### src/rtl/swdiv_pkg.sv
package swdiv_pkg;

   // smallest main count the divider can run with
   localparam int unsigned B_FLOOR = 3;

   // counting phase of the control unit
   typedef enum logic {
      PH_IDLE  = 1'b0,
      PH_COUNT = 1'b1
   } phase_e;

   // prescaler moduli supported by this divider
   function automatic bit modulus_ok(input int unsigned p);
      return (p == 8) || (p == 16);
   endfunction

endpackage

### src/rtl/swdiv_sanitize.sv
module swdiv_sanitize #(
   parameter int unsigned PRESC_MOD = 8,
   parameter int unsigned A_IN_W    = 4,
   parameter int unsigned A_W       = 3,
   parameter int unsigned B_W       = 12
) (
   input  logic [A_IN_W-1:0] a_raw,
   input  logic [B_W-1:0]    b_raw,
   output logic [A_W-1:0]    a_ok,
   output logic [B_W-1:0]    b_ok,
   output logic              err
);
   import swdiv_pkg::*;

   localparam logic [B_W-1:0] B_MIN = B_W'(B_FLOOR);
   localparam logic [B_W-1:0] B_ONE = B_W'(1);
   localparam logic [A_W-1:0] A_TOP = A_W'(PRESC_MOD - 1);

   logic             b_low;
   logic [B_W-1:0]   b_c;
   logic [B_W-1:0]   b_m1;
   logic             a_over;
   logic [A_W-1:0]   a_r;
   logic [B_W-1:0]   a_ext;
   logic             a_geb;

   // main count floor
   assign b_low = (b_raw < B_MIN);
   assign b_c   = b_low ? B_MIN : b_raw;
   assign b_m1  = b_c - B_ONE;

   // swallow range: a range test only exists when the input is wider than needed
   generate
      if (A_IN_W > A_W) begin : g_a_wide
         assign a_over = (a_raw > A_IN_W'(PRESC_MOD - 1));
         assign a_r    = a_over ? A_TOP : a_raw[A_W-1:0];
      end else begin : g_a_fit
         assign a_over = 1'b0;
         assign a_r    = a_raw[A_W-1:0];
      end
   endgenerate

   // swallow must stay below the main count
   assign a_ext = B_W'(a_r);
   assign a_geb = (a_ext >= b_c);
   assign a_ok  = a_geb ? b_m1[A_W-1:0] : a_r;
   assign b_ok  = b_c;
   assign err   = b_low | a_over | a_geb;

endmodule

### src/rtl/swdiv_prescaler.sv
module swdiv_prescaler #(
   parameter int unsigned PRESC_MOD = 8,
   parameter int unsigned PC_W      = 4
) (
   input  logic clk,
   input  logic rst_n,
   input  logic clear,
   input  logic mod_hi,
   output logic term
);
   localparam logic [PC_W-1:0] LAST_LO = PC_W'(PRESC_MOD - 1);
   localparam logic [PC_W-1:0] LAST_HI = PC_W'(PRESC_MOD);
   localparam logic [PC_W-1:0] PC_ONE  = PC_W'(1);

   logic [PC_W-1:0] pc;
   logic [PC_W-1:0] last;

   assign last = mod_hi ? LAST_HI : LAST_LO;
   assign term = (pc == last);

   always_ff @(posedge clk or negedge rst_n) begin
      if (!rst_n) begin
         pc <= '0;
      end else if (clear || term) begin
         pc <= '0;
      end else begin
         pc <= pc + PC_ONE;
      end
   end


   pc_bound_chk: assert property (@(posedge clk) disable iff (!rst_n)
      !clear |-> (pc <= LAST_HI) && (mod_hi || (pc <= LAST_LO)));


   mod_steady_chk: assert property (@(posedge clk) disable iff (!rst_n)
      (!clear && !term) |=> $stable(mod_hi));

endmodule

### src/rtl/swdiv_ctrl.sv
module swdiv_ctrl #(
   parameter int unsigned A_W = 3,
   parameter int unsigned B_W = 12
) (
   input  logic           clk,
   input  logic           rst_n,
   input  logic           cnt_reset,
   input  logic [A_W-1:0] a_new,
   input  logic [B_W-1:0] b_new,
   input  logic           term,
   output logic           mod_hi,
   output logic           clear,
   output logic           pulse
);
   import swdiv_pkg::*;

   localparam logic [A_W-1:0] A_ONE = A_W'(1);
   localparam logic [B_W-1:0] B_ONE = B_W'(1);
   localparam logic [B_W-1:0] B_MIN = B_W'(B_FLOOR);

   logic [A_W-1:0] a_rem;
   logic [B_W-1:0] b_rem;
   phase_e         phase;
   logic           last_pp;
   logic           cyc_end;

   assign phase   = (b_rem == '0) ? PH_IDLE : PH_COUNT;
   assign clear   = cnt_reset || (phase == PH_IDLE);
   assign mod_hi  = (a_rem != '0);
   assign last_pp = (b_rem == B_ONE);
   assign cyc_end = (phase == PH_COUNT) && term && last_pp;

   always_ff @(posedge clk or negedge rst_n) begin
      if (!rst_n) begin
         a_rem <= '0;
         b_rem <= '0;
         pulse <= 1'b0;
      end else if (cnt_reset) begin
         a_rem <= '0;
         b_rem <= '0;
         pulse <= 1'b0;
      end else if (phase == PH_IDLE) begin
         a_rem <= a_new;
         b_rem <= b_new;
         pulse <= 1'b0;
      end else begin
         pulse <= cyc_end;
         if (term) begin
            if (last_pp) begin
               a_rem <= a_new;
               b_rem <= b_new;
            end else begin
               b_rem <= b_rem - B_ONE;
               if (mod_hi) begin
                  a_rem <= a_rem - A_ONE;
               end
            end
         end
      end
   end


   pulse_width_chk: assert property (@(posedge clk) disable iff (!rst_n)
      pulse |=> !pulse);


   a_lt_b_chk: assert property (@(posedge clk) disable iff (!rst_n)
      (phase == PH_COUNT) |-> (B_W'(a_rem) < b_rem));


   b_floor_chk: assert property (@(posedge clk) disable iff (!rst_n)
      ((phase == PH_IDLE) && !cnt_reset) |=> (b_rem >= B_MIN));


   b_hold_chk: assert property (@(posedge clk) disable iff (!rst_n)
      ((phase == PH_COUNT) && !term && !cnt_reset) |=> $stable(b_rem));


   hold_quiet_chk: assert property (@(posedge clk) disable iff (!rst_n)
      cnt_reset |=> !pulse);

endmodule

### src/rtl/swallow_divider.sv
module swallow_divider #(
   parameter int unsigned PRESC_MOD = 8,
   parameter int unsigned A_IN_W    = 4,
   parameter int unsigned B_W       = 12
) (
   input  logic              clk,
   input  logic              rst_n,
   input  logic              cnt_reset,
   input  logic [A_IN_W-1:0] a_val,
   input  logic [B_W-1:0]    b_val,
   output logic              div_out,
   output logic              cfg_err
);
   import swdiv_pkg::*;

   localparam int unsigned A_W  = $clog2(PRESC_MOD);
   localparam int unsigned PC_W = $clog2(PRESC_MOD + 1);

   // elaboration-time parameter checks
   generate
      if (!modulus_ok(PRESC_MOD)) begin : g_bad_mod
         $error("swallow_divider: PRESC_MOD must be 8 or 16");
      end
      if (A_IN_W < A_W) begin : g_bad_aw
         $error("swallow_divider: A_IN_W too narrow for PRESC_MOD");
      end
      if (B_W <= A_W) begin : g_bad_bw
         $error("swallow_divider: B_W must exceed the swallow width");
      end
   endgenerate

   logic [A_W-1:0] a_ok;
   logic [B_W-1:0] b_ok;
   logic           term;
   logic           mod_hi;
   logic           clear;

   swdiv_sanitize #(
      .PRESC_MOD (PRESC_MOD),
      .A_IN_W    (A_IN_W),
      .A_W       (A_W),
      .B_W       (B_W)
   ) u_sanitize (
      .a_raw (a_val),
      .b_raw (b_val),
      .a_ok  (a_ok),
      .b_ok  (b_ok),
      .err   (cfg_err)
   );

   swdiv_ctrl #(
      .A_W (A_W),
      .B_W (B_W)
   ) u_ctrl (
      .clk       (clk),
      .rst_n     (rst_n),
      .cnt_reset (cnt_reset),
      .a_new     (a_ok),
      .b_new     (b_ok),
      .term      (term),
      .mod_hi    (mod_hi),
      .clear     (clear),
      .pulse     (div_out)
   );

   swdiv_prescaler #(
      .PRESC_MOD (PRESC_MOD),
      .PC_W      (PC_W)
   ) u_prescaler (
      .clk    (clk),
      .rst_n  (rst_n),
      .clear  (clear),
      .mod_hi (mod_hi),
      .term   (term)
   );


   rst_quiet_chk: assert property (@(posedge clk)
      !rst_n |=> !div_out);

endmodule

### config.mk
export PLATFORM = sky130hd
export DESIGN_NAME = swallow_divider
export DESIGN_NICKNAME = d
export VERILOG_FILES = /design/src/rtl/swdiv_pkg.sv /design/src/rtl/swdiv_sanitize.sv /design/src/rtl/swdiv_prescaler.sv /design/src/rtl/swdiv_ctrl.sv /design/src/rtl/swallow_divider.sv
export SDC_FILE = /design/constraint.sdc
export NUM_CORES = 1
export LEC_CHECK = 0
export BUFFER_PORTS_ARGS = -buffer_cell sky130_fd_sc_hd__buf_2
export CAP_MARGIN = 20
export CORE_MARGIN = 4
export CORE_UTILIZATION = 59
export CTS_BUF_LIST = sky130_fd_sc_hd__clkbuf_8
export CTS_CLUSTER_DIAMETER = 200
export CTS_CLUSTER_SIZE = 16
export DETAILED_ROUTE_END_ITERATION = 7
export PLACE_DENSITY = 0.91
export SKIP_LAST_GASP = 1
export SLEW_MARGIN = 20
export SYNTH_ARGS = -nofsm -noshare
export SYNTH_HDL_FRONTEND = slang
export SYNTH_SLANG_ARGS = --single-unit
### constraint.sdc
create_clock -name clk -period 2.5 [get_ports clk]
set_input_delay 0.25 -clock clk [delete_from_list [all_inputs] [get_ports clk]]
set_output_delay 0.25 -clock clk [all_outputs]
set_load 0.05 [all_outputs]
==> metrics list <==
- The tightest min-delay check is of the in2reg type.
- Result of the run: finished clean
- Counting flops and latches in the post-synthesis netlist gives 20.
- For this design the static power due to leakage is between 0.7 and 0.8 nW.
- The worst hold path begins at b_val[2].
- Top-Level Pins: 21
- Site Rows: 18
- In the final layout, the share of cells above drive strength 1 is 0.262.
- The final hold violation count is 0.
* Vias: 1591
- Fraction of the mapped netlist area in adder cells: 0.0726
- The compound-cell area share of the yosys netlist came to 0.216.
- 0 antenna diodes ended up in the layout.
- For the pin with the worst max-slew slack, the measured transition is around 0.46 ns.
- The Yosys step of the flow raised 0 warnings.
- In this design, the stage delay of the slowest critical-path cell is between 0.3 and 0.4 ns.
- Yosys mapped a number of flops with a built-in enable equal to 0.
- Across the VDD grid, the largest voltage drop is 937 uV.
- In this run the register-to-register setup slack is 0.15 ns.
- Max-cap violations in this run came to 0.
* Clk Tree Root Cell: sky130_fd_sc_hd__clkbuf_8
- Setup violations remaining at the end of the flow were counted as 0.
- The die covers around 0.0035 mm^2.
- Setup ws final: between 0.03 and 0.04 ns
- Critical path endpoint category: output port
* Chain of cells forming the critical path: buf_2 -> nor4_4 -> and3_4 -> a21o_1 -> ha_1 -> nor3b_2 -> o21ba_2 -> nor2_1 -> a311o_1 -> buf_6
- Most common flop cell mapped by yosys: sky130_fd_sc_hd__dfrtp_1
- TritonCTS built the clock tree.
- Time the worst path needs with I/O delays and setup: 2.46 ns
- The worst setup path is launched from a primary input.
* Vias in the first global route: about 1500
* Power density of the placed cells: between 1500 and 2000 mW/mm^2
* Synth Cell Area: 0.00155 mm^2
- For the worst setup path, the data required time is between 2 and 2.5 ns.
* Clock Sinks: 20
* Pre-Repair DR Iteration Count: 4
- Worst r2r path cells: 5
- After detailed routing, the total wire length is 4290 um.
* Slew HR: 0.695
- In the routed design, unresolved DRC markers number 0.
- Count of nets left with antenna violations after detail routing: 0
- Synth cell types: 47
- Sequential element share of the synthesized area: 0.323
* Core utilization of the finished layout: 0.724
- The count of pins over their slew limit was 0.
- Dominant combinational cell family by area after synthesis: simple AND/OR/NAND/NOR gates
* Initial cell density of the core: 0.621
- Of the total synthesized cell area, the portion taken by XOR and XNOR cells is 0.0226.
* Detailed router's first-iteration violation count: 121
* Worst EP arrival: between 2 and 2.5 ns
- Cell class contributing the biggest share of worst-path delay: simple AND/OR/NAND/NOR gates
- Hold Crit Endpoint: u_ctrl.b_rem[2]
* FILL cells: ~190
* CTS clock-pin slew for the worst setup and hold paths: approximately 0.070 ns
- The critical path in this run is classified as in2out.
- The later pin in the worst-skew pair is clocked with a latency of between 0.2 and 0.3 ns.
- Number of antenna violations at the first check in global routing: 0
* Placement-stage worst setup slack: -0.160 ns
- Wire length of the first global-routing pass: 7000 um
- Measured along the x axis, the die boundary spans a little under 60 um.
- Most used routing layer in global routing: met2
- Wire per inst: roughly 18 um
- Along the worst hold path, the cell count comes to 3.
- Each instance of the synthesized netlist takes up on average 8.57 um^2.
- Entering global routing, the biggest net connects 21 pins.
- Relative area change from synthesis to final layout: 16.7%
- Post-Syn Nets: roughly 210
- Reg2reg start: u_ctrl.b_rem[7]
- Remaining global-route overflow: 0
* Routing usage on met2: 0.413
* Met1 capacity usage during global routing: 0.327
- After floorplanning, the core was sized to cover between 0.002 and 0.0025 mm^2.
* Cell area after layout: between 0.0015 and 0.002 mm^2
* Number of H-tree branching levels: 1
- Measured against the total synthesized area, the mux share comes to 0.0194.
- The die is 59.3 um tall.
- Based on the critical path, the design can be clocked at up to between 400 and 500 MHz.
- In the routed layout, each cell is associated on average with a via count of between 6 and 7.
* Endpoint of the worst register-to-register path: u_ctrl.b_rem[4]
* Largest fanout on the critical path: 2
- Dividing the final minimum period by the clock period gives 0.984.
* Standard cell with the maximum stage delay on the critical path: sky130_fd_sc_hd__nor4_4
- Clock Path Buffers: 2
* Mapped Cells: 181
- After legalization and detailed placement, the total HPWL measured around 3000 um.
- Area after DPL: approximately 0.0017 mm^2
* Worst Path Buf+Inv: 2
- Proportion of register bits with asynchronous set or reset after synthesis: 1.00
* Area share of and/or/nand/nor cells after synthesis: 0.276
- For met3 alone, demand over resource in global routing was 0.0392.
- TritonCTS buffer count: 3
* Global-route usage over all layers: 0.257
* Hold slack final: slightly below 0.3 ns
- Final layout net count: 240
- Total of buffers placed on input and output ports: 20
- Max Clock Skew: 0.00464 ns
- Routability congestion estimate from global placement: 0.982
==> through the flow <==
stage / power, mW / setup TNS (ns) / std cells
6_report: 2.82 / 0 / 240
3_3_place_gp: 2.39 / -0.0346 / 234
5_1_grt: 3.03 / -0.0439 / 240
3_5_place_dp: 2.49 / -0.160 / 234
2_1_floorplan: 2.12 / 0 / 181
4_1_cts: 2.74 / 0 / 238
==> synth_stat cells, types with 3 or more instances <==
master | instances | area share
sky130_fd_sc_hd__ha_1 | 9 | 0.073
sky130_fd_sc_hd__nand3_1 | 10 | 0.032
sky130_fd_sc_hd__nand2_1 | 14 | 0.034
sky130_fd_sc_hd__a31oi_1 | 5 | 0.020
sky130_fd_sc_hd__a21oi_1 | 8 | 0.026
sky130_fd_sc_hd__or2_2 | 3 | 0.012
sky130_fd_sc_hd__a211oi_1 | 8 | 0.039
sky130_fd_sc_hd__nor4_1 | 6 | 0.024
sky130_fd_sc_hd__or4_4 | 3 | 0.022
sky130_fd_sc_hd__nor3_1 | 8 | 0.026
sky130_fd_sc_hd__inv_1 | 10 | 0.024
sky130_fd_sc_hd__clkbuf_1 | 3 | 0.0073
sky130_fd_sc_hd__nand2b_1 | 3 | 0.012
sky130_fd_sc_hd__o21ai_0 | 13 | 0.042
sky130_fd_sc_hd__dfrtp_1 | 20 | 0.32
sky130_fd_sc_hd__nor3b_1 | 3 | 0.015
sky130_fd_sc_hd__nor2_1 | 14 | 0.034
==> metal layers <==
metal	part of all wire	wire length, um
met2	0.48	2050
met3	0.095	407
met5	0	0
met1	0.40	1700
met4	0.031	135
==> how the worst max path moves through the flow <==
stage                        start  slack (ns)  endpoint  cells after the start
after floorplan           b_val[9]        0.02   cfg_err                      8
after global routing      b_val[4]       -0.04   cfg_err                     10
final                     b_val[4]        0.04   cfg_err                     10
after CTS                 b_val[9]       0.004   cfg_err                     10
after detailed placement  b_val[9]       -0.16   cfg_err                     10
after global placement    b_val[9]       -0.03   cfg_err                     10
==> placed cells by master (no fill, tap or decap), types with 3 or more instances in the layout <==
| cell | count |
|---|---|
| sky130_fd_sc_hd__nor2_1 | 14 |
| sky130_fd_sc_hd__or4_4 | 3 |
| sky130_fd_sc_hd__a31oi_1 | 5 |
| sky130_fd_sc_hd__buf_4 | 14 |
| sky130_fd_sc_hd__nand3_1 | 10 |
| sky130_fd_sc_hd__a211oi_1 | 8 |
| sky130_fd_sc_hd__inv_1 | 10 |
| sky130_fd_sc_hd__a21oi_1 | 8 |
| sky130_fd_sc_hd__clkbuf_8 | 3 |
| sky130_fd_sc_hd__ha_1 | 9 |
| sky130_fd_sc_hd__or2_2 | 3 |
| sky130_fd_sc_hd__nand2b_1 | 3 |
| sky130_fd_sc_hd__nor3_1 | 8 |
| sky130_fd_sc_hd__buf_2 | 19 |
| sky130_fd_sc_hd__dfrtp_1 | 20 |
| sky130_fd_sc_hd__o21ai_0 | 12 |
| sky130_fd_sc_hd__nand2_1 | 13 |
| sky130_fd_sc_hd__nor4_1 | 5 |
==> report_power, final <==
group	switching, mW	internal (mW)	leakage (nW)
Combinational	1.18	0.858	0.489
Sequential	0.127	0.437	0.271
Clock	0.111	0.108	0.0216
Total	1.41	1.40	0.782
==> cells by family (layout without fill, tap and decap cells) <==
| group | count (synthesis) | count (layout) |
|---|---|---|
| AO/OA/AOI/OAI | 50 | 50 |
| adder cells (fa/ha/maj) | 9 | 9 |
| multiplexers | 2 | 2 |
| AND/OR/NAND/NOR | 77 | 77 |
| flip-flops | 20 | 20 |
| buffers and inverters | 19 | 48 |
| XOR/XNOR | 4 | 4 |
==> worst register-to-register path, stage by stage, from the launching register on <==
cell and delay (ns):
sky130_fd_sc_hd__dfrtp_1 0.45, sky130_fd_sc_hd__or4_4 0.61, sky130_fd_sc_hd__or4_4 0.69, sky130_fd_sc_hd__mux2_4 0.34, sky130_fd_sc_hd__nand2_1 0.07, sky130_fd_sc_hd__a21oi_1 0.06
==> sequential cells by signal, indices dropped and copies added (netlist names) <==
| name | cells |
|---|---|
| u_ctrl.b_rem | 12 |
| u_prescaler.pc | 4 |
| u_ctrl.a_rem | 3 |
| u_ctrl.pulse | 1 |
==> timing repair <==
item | in CTS | in global routing
pin swaps | 1 | 6
gates cloned | 0 | 0
hold endpoints to repair | 20 | 0
resized for setup | 4 | 6
setup buffers | 0 | 2
endpoints found under the setup margin | 1 | 5
hold buffers | 1 | 0
==> cell type report <==
class	instances	area (um^2)	share of cell area
clock buffer	3	41.3	0.0228
multi-input combinational	142	972	0.537
timing repair buffer	35	221	0.122
tap	30	37.5	0.0207
sequential	20	500	0.276
inverter	10	37.5	0.0207
No activity file was read; power rests on OpenSTA's default activity.
